[config.mk]
export PLATFORM = sky130hd
export DESIGN_NAME = expo_seq
export DESIGN_NICKNAME = d
export VERILOG_FILES = /design/src/rtl/expo_seq_pkg.sv /design/src/rtl/expo_seq_regs.sv /design/src/rtl/expo_seq_intcnt.sv /design/src/rtl/expo_seq_fsm.sv /design/src/rtl/expo_seq.sv
export SDC_FILE = /design/constraint.sdc
export NUM_CORES = 1
export LEC_CHECK = 0
export BUFFER_PORTS_ARGS = -buffer_cell sky130_fd_sc_hd__buf_2
export CAP_MARGIN = 20
export CORE_UTILIZATION = 56
export DETAILED_ROUTE_END_ITERATION = 8
export PLACE_DENSITY_LB_ADDON = 0.15
export SYNTH_ARGS = -nofsm -noshare
export SYNTH_HDL_FRONTEND = slang
export SYNTH_SLANG_ARGS = --single-unit
[constraint.sdc]
create_clock -name clk -period 2.3 [get_ports clk]
set_input_delay 0.23 -clock clk [delete_from_list [all_inputs] [get_ports clk]]
set_output_delay 0.23 -clock clk [all_outputs]
set_load 0.01 [all_outputs]
[src/rtl/expo_seq_pkg.sv]
package expo_seq_pkg;

   localparam int HSW_W = 8;
   localparam int EXP_W = 24;
   localparam int ADDR_W = 3;

   localparam logic [ADDR_W-1:0] A_MODE    = 3'd0;
   localparam logic [ADDR_W-1:0] A_HSW     = 3'd1;
   localparam logic [ADDR_W-1:0] A_EXP_HI  = 3'd2;
   localparam logic [ADDR_W-1:0] A_EXP_MID = 3'd3;
   localparam logic [ADDR_W-1:0] A_EXP_LO  = 3'd4;

   typedef enum logic [2:0] {
      ST_IDLE,
      ST_START,
      ST_EXPOSE,
      ST_READ,
      ST_HALT
   } seq_state_t;

   typedef struct packed {
      logic             pix_unit;
      logic             one_shot;
      logic [HSW_W-1:0] hsw;
      logic [EXP_W-1:0] expo;
   } expo_cfg_t;

endpackage

[src/rtl/expo_seq_regs.sv]
module expo_seq_regs
   import expo_seq_pkg::*;
(
   input  logic              clk,
   input  logic              rst_n,
   input  logic              wr_en,
   input  logic [ADDR_W-1:0] wr_addr,
   input  logic [7:0]        wr_data,
   output expo_cfg_t         staged,
   output logic              sw_off,
   output logic              mode_wr
);

   localparam int NBYTES = EXP_W / 8;

   logic [NBYTES-1:0][7:0] expo_q;
   logic [HSW_W-1:0]       hsw_q;
   logic                   pix_q;
   logic                   shot_q;

   assign mode_wr = wr_en && (wr_addr == A_MODE);

   always_ff @(posedge clk) begin
      if (!rst_n) begin
         expo_q <= '0;
         hsw_q  <= '0;
         pix_q  <= 1'b0;
         shot_q <= 1'b0;
         sw_off <= 1'b0;
      end else if (wr_en) begin
         if (wr_addr == A_MODE) begin
            pix_q  <= wr_data[0];
            shot_q <= wr_data[1];
            sw_off <= wr_data[2];
         end
         if (wr_addr == A_HSW)
            hsw_q <= wr_data[HSW_W-1:0];
         // byte 0 is least significant; it sits at the highest address
         for (int b = 0; b < NBYTES; b++) begin
            if (wr_addr == A_EXP_LO - ADDR_W'(b))
               expo_q[b] <= wr_data;
         end
      end
   end

   always_comb begin
      staged.pix_unit = pix_q;
      staged.one_shot = shot_q;
      staged.hsw      = hsw_q;
      staged.expo     = expo_q;
   end

endmodule

[src/rtl/expo_seq_intcnt.sv]
module expo_seq_intcnt
   import expo_seq_pkg::*;
#(
   parameter int PPL_W = 10
)(
   input  logic             clk,
   input  logic             rst_n,
   input  logic             clr,
   input  logic             en,
   input  logic             pix_unit,
   input  logic [EXP_W-1:0] target,
   input  logic [PPL_W-1:0] ppl,
   output logic             hit
);

   logic [EXP_W-1:0] cnt;
   logic [PPL_W-1:0] pcnt;
   logic             line_wrap;

   assign line_wrap = (pcnt == ppl - PPL_W'(1));

   always_comb begin
      if (pix_unit)
         hit = (cnt == target);
      else
         hit = (cnt[15:0] == target[EXP_W-1:8]) && (pcnt == '0);
   end

   always_ff @(posedge clk) begin
      if (!rst_n || clr) begin
         cnt  <= '0;
         pcnt <= '0;
      end else if (en && !hit) begin
         if (pix_unit) begin
            cnt <= cnt + EXP_W'(1);
         end else if (line_wrap) begin
            pcnt <= '0;
            cnt  <= cnt + EXP_W'(1);
         end else begin
            pcnt <= pcnt + PPL_W'(1);
         end
      end
   end

endmodule

[src/rtl/expo_seq_fsm.sv]
module expo_seq_fsm
   import expo_seq_pkg::*;
#(
   parameter int PPL_W   = 10,
   parameter int ACT_PIX = 400,
   parameter int ROWS    = 2
)(
   input  logic             clk,
   input  logic             rst_n,
   input  logic             run,
   input  logic             mode_wr,
   input  logic             one_shot,
   input  logic             exp_hit,
   input  logic [PPL_W-1:0] ppl,
   output seq_state_t       state,
   output logic             line_valid
);

   localparam int ROW_W = (ROWS > 1) ? $clog2(ROWS) : 1;

   logic [PPL_W-1:0] pix;
   logic [ROW_W-1:0] row;
   logic             eol;
   logic             eof;
   seq_state_t       nxt;

   assign eol        = (pix == ppl - PPL_W'(1));
   assign eof        = eol && (row == ROW_W'(ROWS - 1));
   assign line_valid = (state == ST_READ) && (pix < PPL_W'(ACT_PIX));

   always_comb begin
      nxt = state;
      unique case (state)
         ST_IDLE:   nxt = ST_START;
         ST_START:  nxt = ST_EXPOSE;
         ST_EXPOSE: if (exp_hit) nxt = ST_READ;
         ST_READ:   if (eof) nxt = one_shot ? ST_HALT : ST_START;
         ST_HALT:   if (mode_wr) nxt = ST_START;
         default:   nxt = ST_IDLE;
      endcase
      if (!run)
         nxt = ST_IDLE;
   end

   always_ff @(posedge clk) begin
      if (!rst_n) state <= ST_IDLE;
      else        state <= nxt;
   end

   always_ff @(posedge clk) begin
      if (!rst_n || state != ST_READ) begin
         pix <= '0;
         row <= '0;
      end else if (eol) begin
         pix <= '0;
         row <= row + ROW_W'(1);
      end else begin
         pix <= pix + PPL_W'(1);
      end
   end

endmodule

[src/rtl/expo_seq.sv]
module expo_seq
   import expo_seq_pkg::*;
#(
   parameter int BASE_PPL = 414,
   parameter int ACT_PIX  = 400,
   parameter int ROWS     = 2
)(
   input  logic              clk,
   input  logic              rst_n,
   input  logic              hw_en,
   input  logic              wr_en,
   input  logic [ADDR_W-1:0] wr_addr,
   input  logic [7:0]        wr_data,
   output logic              frame_start,
   output logic              line_valid,
   output logic              int_done,
   output logic              halted
);

   localparam int PPL_MAX = BASE_PPL + (1 << HSW_W) - 1;
   localparam int PPL_W   = $clog2(PPL_MAX + 1);

   if (ACT_PIX < 1 || ACT_PIX > BASE_PPL) begin : g_bad_act
      $error("expo_seq: ACT_PIX must lie in 1..BASE_PPL");
   end
   if (ROWS < 1) begin : g_bad_rows
      $error("expo_seq: ROWS must be at least 1");
   end
   if (BASE_PPL < 2) begin : g_bad_ppl
      $error("expo_seq: BASE_PPL must be at least 2");
   end

   expo_cfg_t        staged;
   expo_cfg_t        act;
   logic             sw_off;
   logic             mode_wr;
   logic             run;
   logic             exp_hit;
   logic [PPL_W-1:0] ppl;
   seq_state_t       state;

   assign run = hw_en && !sw_off;
   assign ppl = PPL_W'(BASE_PPL) + PPL_W'(act.hsw);

   expo_seq_regs u_regs (
      .clk     (clk),
      .rst_n   (rst_n),
      .wr_en   (wr_en),
      .wr_addr (wr_addr),
      .wr_data (wr_data),
      .staged  (staged),
      .sw_off  (sw_off),
      .mode_wr (mode_wr)
   );

   // working copy is taken only at a frame boundary
   always_ff @(posedge clk) begin
      if (!rst_n)                 act <= '0;
      else if (state == ST_START) act <= staged;
   end

   expo_seq_intcnt #(.PPL_W(PPL_W)) u_cnt (
      .clk      (clk),
      .rst_n    (rst_n),
      .clr      (state == ST_START),
      .en       (state == ST_EXPOSE),
      .pix_unit (act.pix_unit),
      .target   (act.expo),
      .ppl      (ppl),
      .hit      (exp_hit)
   );

   expo_seq_fsm #(.PPL_W(PPL_W), .ACT_PIX(ACT_PIX), .ROWS(ROWS)) u_fsm (
      .clk        (clk),
      .rst_n      (rst_n),
      .run        (run),
      .mode_wr    (mode_wr),
      .one_shot   (act.one_shot),
      .exp_hit    (exp_hit),
      .ppl        (ppl),
      .state      (state),
      .line_valid (line_valid)
   );

   assign frame_start = (state == ST_START);
   assign int_done    = (state == ST_EXPOSE) && exp_hit;
   assign halted      = (state == ST_HALT);

endmodule

# Word-level counts from Yosys, hierarchy flattened
# Index checks and enable logic that the tools add are counted.
dict set report word_totals {
  register_bits 117
  input_bits 15
  out_inout_bits 4
  elab_cells 75
}
dict set report classes {
  add_sub_neg 6
  magnitude_cmp 1
  n_eq_ne 16
  mux 9
  n_bitwise 1
  reduce_logical 26
}
# operator n
set op_table {}
lappend op_table {{$mux W24} 2}
lappend op_table {{$add A24 B1 Y24 const B} 1}
lappend op_table {{$eq A24 B24 Y1} 1}
lappend op_table {{$add A10 B1 Y10 const B} 2}
lappend op_table {{$eq A10 B10 Y1} 2}
lappend op_table {{$eq A16 B16 Y1} 1}
lappend op_table {{$reduce_and A2 Y1} 8}
lappend op_table {{$pmux W3 S5} 1}
lappend op_table {{$eq A3 B2 Y1 const B} 4}
lappend op_table {{$mux W3} 4}
lappend op_table {{$add A9 B8 Y10 const A} 1}
lappend op_table {{$logic_not A10 Y1} 1}
lappend op_table {{$lt A10 B9 Y1 const B} 1}
lappend op_table {{$mux W10} 1}
lappend op_table {{$sub A10 B1 Y10 const B} 1}
lappend op_table {{$logic_and A1 B1 Y1} 7}
lappend op_table {{$eq A3 B1 Y1 const B} 2}
lappend op_table {{$eq A3 B3 Y1 const B} 2}
lappend op_table {{$logic_not A3 Y1} 2}
lappend op_table {{$ne A2 B1 Y1 const B} 2}
lappend op_table {{$logic_not A1 Y1} 3}
lappend op_table {{$ne A3 B2 Y1 const B} 1}
lappend op_table {{$reduce_and A3 Y1} 1}
lappend op_table {{$logic_or A1 B1 Y1} 2}
lappend op_table {{6 further kinds} 6}

# Depth between registers and ports, before layout
dict set report depth {
  word_depth 6
  mapped_depth 10
  ltp_nobuf 9
}

# Cells and area by module
# A second synthesis with hierarchy kept.
dict set report hier_totals {
  hier_cells 776
  hier_area_um2 6593.8
}
# module instances cells_per_inst area_per_inst_um2 seq_area_each_um2
set modules_own_cells {}
lappend modules_own_cells {expo_seq_intcnt 1 356 2741.4 680.7}
lappend modules_own_cells {expo_seq 1 170 1537.7 680.7}
lappend modules_own_cells {expo_seq_regs 1 129 1350.0 700.7}
lappend modules_own_cells {expo_seq_fsm 1 121 964.7 280.3}

# Worst setup path before layout
# No wires, ideal clock.
dict set report synth_timing {
  path_type {register to register}
  from {register act[25] in the netlist's numbering}
  to {register u_cnt.cnt[13]}
  setup_time_ps 132
  arrival_time_ps 2459
  t_required_ps 2168
  setup_slack_ps -291
  path_stages_with_launch 11
  n_path_buf 2
  synth_period_minus_slack_ps 2591
  path_cell_list {dfxtp_1 ha_1 xor2_1 a221oi_1 o2111ai_2 nor4_4 a41oi_2 buf_2 buf_2 o31ai_1 a21oi_1}
}
dict set report synth_between {
  elab_chain_cells 5
}
# item line
set synth_lines {}
lappend synth_lines {{start: declaration} expo_seq.sv:34} ;# expo_cfg_t act;
lappend synth_lines {{start signal: assignment} expo_seq.sv:59} ;# else if (state == ST_START) act <= staged;
lappend synth_lines {{$add A9 B8 Y10} expo_seq.sv:43} ;# assign ppl = PPL_W'(BASE_PPL) + PPL_W'(act.hsw);
lappend synth_lines {{$sub A10 B1 Y10} expo_seq_intcnt.sv:20} ;# assign line_wrap = (pcnt == ppl - PPL_W'(1));
lappend synth_lines {{$eq A10 B10 Y1} expo_seq_intcnt.sv:20}
lappend synth_lines {{$reduce_bool A2 Y1 (no source line)} -}
lappend synth_lines {{$reduce_and A2 Y1 (no source line)} -}
lappend synth_lines {{end signal: assignment} expo_seq_intcnt.sv:35} ;# cnt <= cnt + EXP_W'(1);
lappend synth_lines {{end signal: assignment} expo_seq_intcnt.sv:38} ;# cnt <= cnt + EXP_W'(1);
lappend synth_lines {{end: declaration} expo_seq_intcnt.sv:16} ;# logic [EXP_W-1:0] cnt;
# No other way between the ends.
# A chain may end at the register's enable or synchronous reset.

# Worst setup path after layout
dict set report layout_timing {
  from {register act[19] in the netlist's numbering}
  to {output port int_done}
}
dict set report layout_between {
  elab_chain_cells 4
  word_cells_on_any_way 5
  cone_classes {eq/ne (2); mux (1); reduce/logical (2)}
}
# item line
set layout_lines {}
lappend layout_lines {{$eq A16 B16 Y1} expo_seq_intcnt.sv:26} ;# hit = (cnt[15:0] == target[EXP_W-1:8]) && (pcnt == '0);
lappend layout_lines {{$logic_and A1 B1 Y1} expo_seq_intcnt.sv:26}
lappend layout_lines {{$mux W1 (*)} expo_seq_intcnt.sv:23} ;# if (pix_unit)
lappend layout_lines {{$logic_and A1 B1 Y1 (*)} expo_seq.sv:86} ;# assign int_done = (state == ST_EXPOSE) && exp_hit;
lappend layout_lines {{end: declaration} expo_seq.sv:16} ;# output logic int_done,
# Every way passes the cells marked *; elsewhere a longest branch is shown, timed or not.

==> metrics <==
outcome complete, but fails checks; violations in the final reports negative setup slack; core footprint 10460 um2; standard-cell rows 37; drt wl/cell 18.49 um; combined area of the multi-input logic cells 3996 um2; Routability Congestion 0.9402; Slew HR 0.6217; commonest cells after routing, fill and taps aside sky130_fd_sc_hd__nand2_1, sky130_fd_sc_hd__dfxtp_1, sky130_fd_sc_hd__buf_4; final routed DRC violation total 0; type of destination of the critical path output port; diode count 0; met2 routed wirelength 8.600 mm; startpoint type of the worst setup path flip-flop; clock tree root driver cell sky130_fd_sc_hd__clkbuf_8; number of antenna violations at the first check in global routing 0; DRT Wirelength 18.25 mm; fraction of the yosys area taken by sequential cells 0.3831; number of enable flip-flop cells after synthesis 0; most frequent standard cell in the layout excluding fill and tap cells sky130_fd_sc_hd__nand2_1; number of library cell types mapped by synthesis 59; required time of the worst setup path 2.07 ns; number of iterations in the first detailed-routing pass 5; Global Route Usage Sum 0.3373; post-synthesis average cell area 8.195 um2; portion of the clock cycle consumed by the worst path in the final layout 1.168; fillcell total 684; Final Hold Vio Count 0; starting density of the core 0.5843; leakage power summed over all cells 3.020 nW; classification of the worst-slack hold path in -> reg; maximum fanout along the worst path 3; count of input and output buffers 18; via count 5940; drt initial violations 387; die height 106.5 um; Post-DP HPWL 11.55 mm; Die Outline Area 11340 um2; Sinks on Clock Net 117; Max-cap violations 0; Post-Synthesis Cells ~750; PD cells between 600 and 700 nW/um2; maximum number of pins on one net before global-route repair 36; number of buffers inserted during clock tree synthesis 17; overflow left after global routing 0; CTS HTree Levels 4; proportion of register bits with asynchronous set or reset after synthesis 0; unrepaired setup endpoints after global routing true; post-layout net count about 860; Warnings, synthesis 0; path type of the worst setup path reg -> out; number of non-filler instances in the completed layout a little under 1000; fraction of final layout cells sized beyond drive strength 1 0.3043; post-placement setup slack -0.1978 ns; routed metal-1 wire length 7.862 mm; Synth Net Count between 700 and 800; Worst Skew 0.009655 ns; shortest clock period the worst path allows after layout 2.688 ns; Synth Cell Area a little over 6000 um2; insertion delay to the later sink of the worst-skew pair between 0.5 and 0.6 ns; WP data arrival 2.46 ns; I/O pin total 19; max-slew violations 0; buffer levels on the longest clock path 2; via count of the first global-routing pass ~5900; TritonCTS clock tree built; Storage cell area 2379 um2; fmax 372.1 MHz; Worst-path clk slew 0.06 ns; Slew @ Worst Pin 0.5596 ns; worst path setup slack after routing -0.3875 ns; highest metal used met4; Cells after DPL 915; layout overhead on the synthesized area 35.86%; die outline width 106.5 um; wire length on met3 1.253 mm; number of routed nets with antenna violations 0; via-per-instance ratio about 6; global-route wire length before repair 29.45 mm; top_reg_cell synth sky130_fd_sc_hd__dfxtp_1; Worst VDD drop about 0.00070 V; WHS 0.05379 ns; number of failing setup endpoints in the final timing report 39; number of storage elements in the synthesis netlist 117
-- cells in the mapped netlist, types with 3 or more instances --
| cell | number | share of area |
|---|---|---|
| sky130_fd_sc_hd__a211oi_1 | 3 | 0.0037 |
| sky130_fd_sc_hd__a21boi_0 | 58 | 0.071 |
| sky130_fd_sc_hd__a21oi_1 | 24 | 0.020 |
| sky130_fd_sc_hd__and2_1 | 8 | 0.0082 |
| sky130_fd_sc_hd__and3_1 | 19 | 0.019 |
| sky130_fd_sc_hd__and4_1 | 3 | 0.0043 |
| sky130_fd_sc_hd__buf_2 | 6 | 0.0049 |
| sky130_fd_sc_hd__clkbuf_1 | 43 | 0.026 |
| sky130_fd_sc_hd__dfxtp_1 | 117 | 0.38 |
| sky130_fd_sc_hd__ha_1 | 5 | 0.010 |
| sky130_fd_sc_hd__inv_1 | 7 | 0.0043 |
| sky130_fd_sc_hd__mux2i_1 | 12 | 0.020 |
| sky130_fd_sc_hd__nand2_1 | 142 | 0.087 |
| sky130_fd_sc_hd__nand3_1 | 29 | 0.024 |
| sky130_fd_sc_hd__nand4_1 | 32 | 0.033 |
| sky130_fd_sc_hd__nor2_1 | 39 | 0.024 |
| sky130_fd_sc_hd__nor2b_1 | 14 | 0.014 |
| sky130_fd_sc_hd__nor3_1 | 9 | 0.0074 |
| sky130_fd_sc_hd__nor3b_1 | 3 | 0.0037 |
| sky130_fd_sc_hd__nor4_1 | 6 | 0.0061 |
| sky130_fd_sc_hd__nor4b_1 | 3 | 0.0043 |
| sky130_fd_sc_hd__o211ai_1 | 6 | 0.0074 |
| sky130_fd_sc_hd__o21ai_0 | 17 | 0.014 |
| sky130_fd_sc_hd__o31ai_1 | 5 | 0.0061 |
| sky130_fd_sc_hd__or3_1 | 12 | 0.012 |
| sky130_fd_sc_hd__or4_1 | 11 | 0.014 |
| sky130_fd_sc_hd__xnor2_1 | 57 | 0.082 |
| sky130_fd_sc_hd__xor2_1 | 17 | 0.024 |
-- through the flow --
step | utilization | power (mW) | setup TNS (ns) | cell area, um2
2_1_floorplan | - | 2.236 | -0.05888 | 6151
3_3_place_gp | 0.6466 | 2.321 | -0.9233 | 6765
3_5_place_dp | 0.6466 | 2.327 | -1.778 | 6765
4_1_cts | 0.7608 | 5.036 | -4.493 | 7960
5_1_grt | 0.7938 | 5.178 | -11.31 | 8305
6_report | 0.7938 | 5.049 | -6.682 | 8305
-- per-layer routing --
metal / vias up / GRT usage
li1: 2804 / -
met1: 2846 / 0.4258
met2: 241 / 0.5390
met3: 49 / 0.08216
met4: 0 / 0.1624
met5: - / 0
-- what timing repair did --
action / CTS / global route
setup endpoints to repair: 33 / 50
hold endpoints to repair: 17 / 0
hold buffers: 8 / 0
gates cloned: 4 / 1
pin swaps: 65 / 43
buffers inserted: 30 / 12
gates resized for setup: 56 / 95
-- power by group --
part / switching, mW / internal [mW] / total (mW)
logic: 0.167 / 0.126 / 0.294
clock network: 0.986 / 1.71 / 2.70
registers: 0.0144 / 2.04 / 2.06
total: 1.17 / 3.88 / 5.05
-- sequential cells by signal, summed over array words and instances, names as in the netlist --
signal         cells
act               34
u_cnt.cnt         24
u_cnt.pcnt        10
u_fsm.pix         10
u_fsm.row          1
u_fsm.state        3
u_regs.hsw_q       8
u_regs.pix_q       1
u_regs.shot_q      1
u_regs.staged     24
u_regs.sw_off      1
-- cell families (layout without fill, tap and decap cells) --
| group | after synthesis | count (layout) | share of synthesized area |
|---|---|---|---|
| compound gates | 139 | 139 | 0.1662 |
| xor+xnor | 74 | 74 | 0.1060 |
| fa+ha+maj | 6 | 6 | 0.01187 |
| buf+inv | 59 | 164 | 0.03868 |
| flops | 117 | 117 | 0.3831 |
| mux | 12 | 12 | 0.01965 |
| simple gates | 339 | 339 | 0.2745 |
-- cell type report --
class	count	area share
Clock inverter	11	0.01793
Sequential cell	117	0.2864
Clock buffer	21	0.05408
Multi-Input combinational cell	570	0.4812
Tap cell	136	0.02049
Timing Repair Buffer	124	0.1363
Inverter	8	0.003616
-- final timing paths --
check                            startpoint                           to  slack [ns]  cells past startpoint
min reg2reg  u_regs.staged[10]$_SDFFE_PN0P_         act[10]$_SDFFE_PN0P_        0.46                      2
max                    act[19]$_SDFFE_PN0P_                     int_done       -0.39                      8
max reg2reg            act[25]$_SDFFE_PN0P_    u_cnt.cnt[6]$_SDFFE_PP0P_       -0.32                     12
min                                   hw_en  u_fsm.state[2]$_SDFFE_PN0P_        0.05                      5
-- critical path: stages, from the launching register on --
cell                        delay [ns]
sky130_fd_sc_hd__dfxtp_4          0.36
sky130_fd_sc_hd__xnor2_2          0.17
sky130_fd_sc_hd__nand4_1          0.19
sky130_fd_sc_hd__or4_4            0.56
sky130_fd_sc_hd__a2bb2oi_2        0.16
sky130_fd_sc_hd__buf_6            0.15
sky130_fd_sc_hd__buf_12           0.11
sky130_fd_sc_hd__nor2b_1          0.09
sky130_fd_sc_hd__buf_2            0.13
Note: power is estimated with default switching activity, not from simulation.
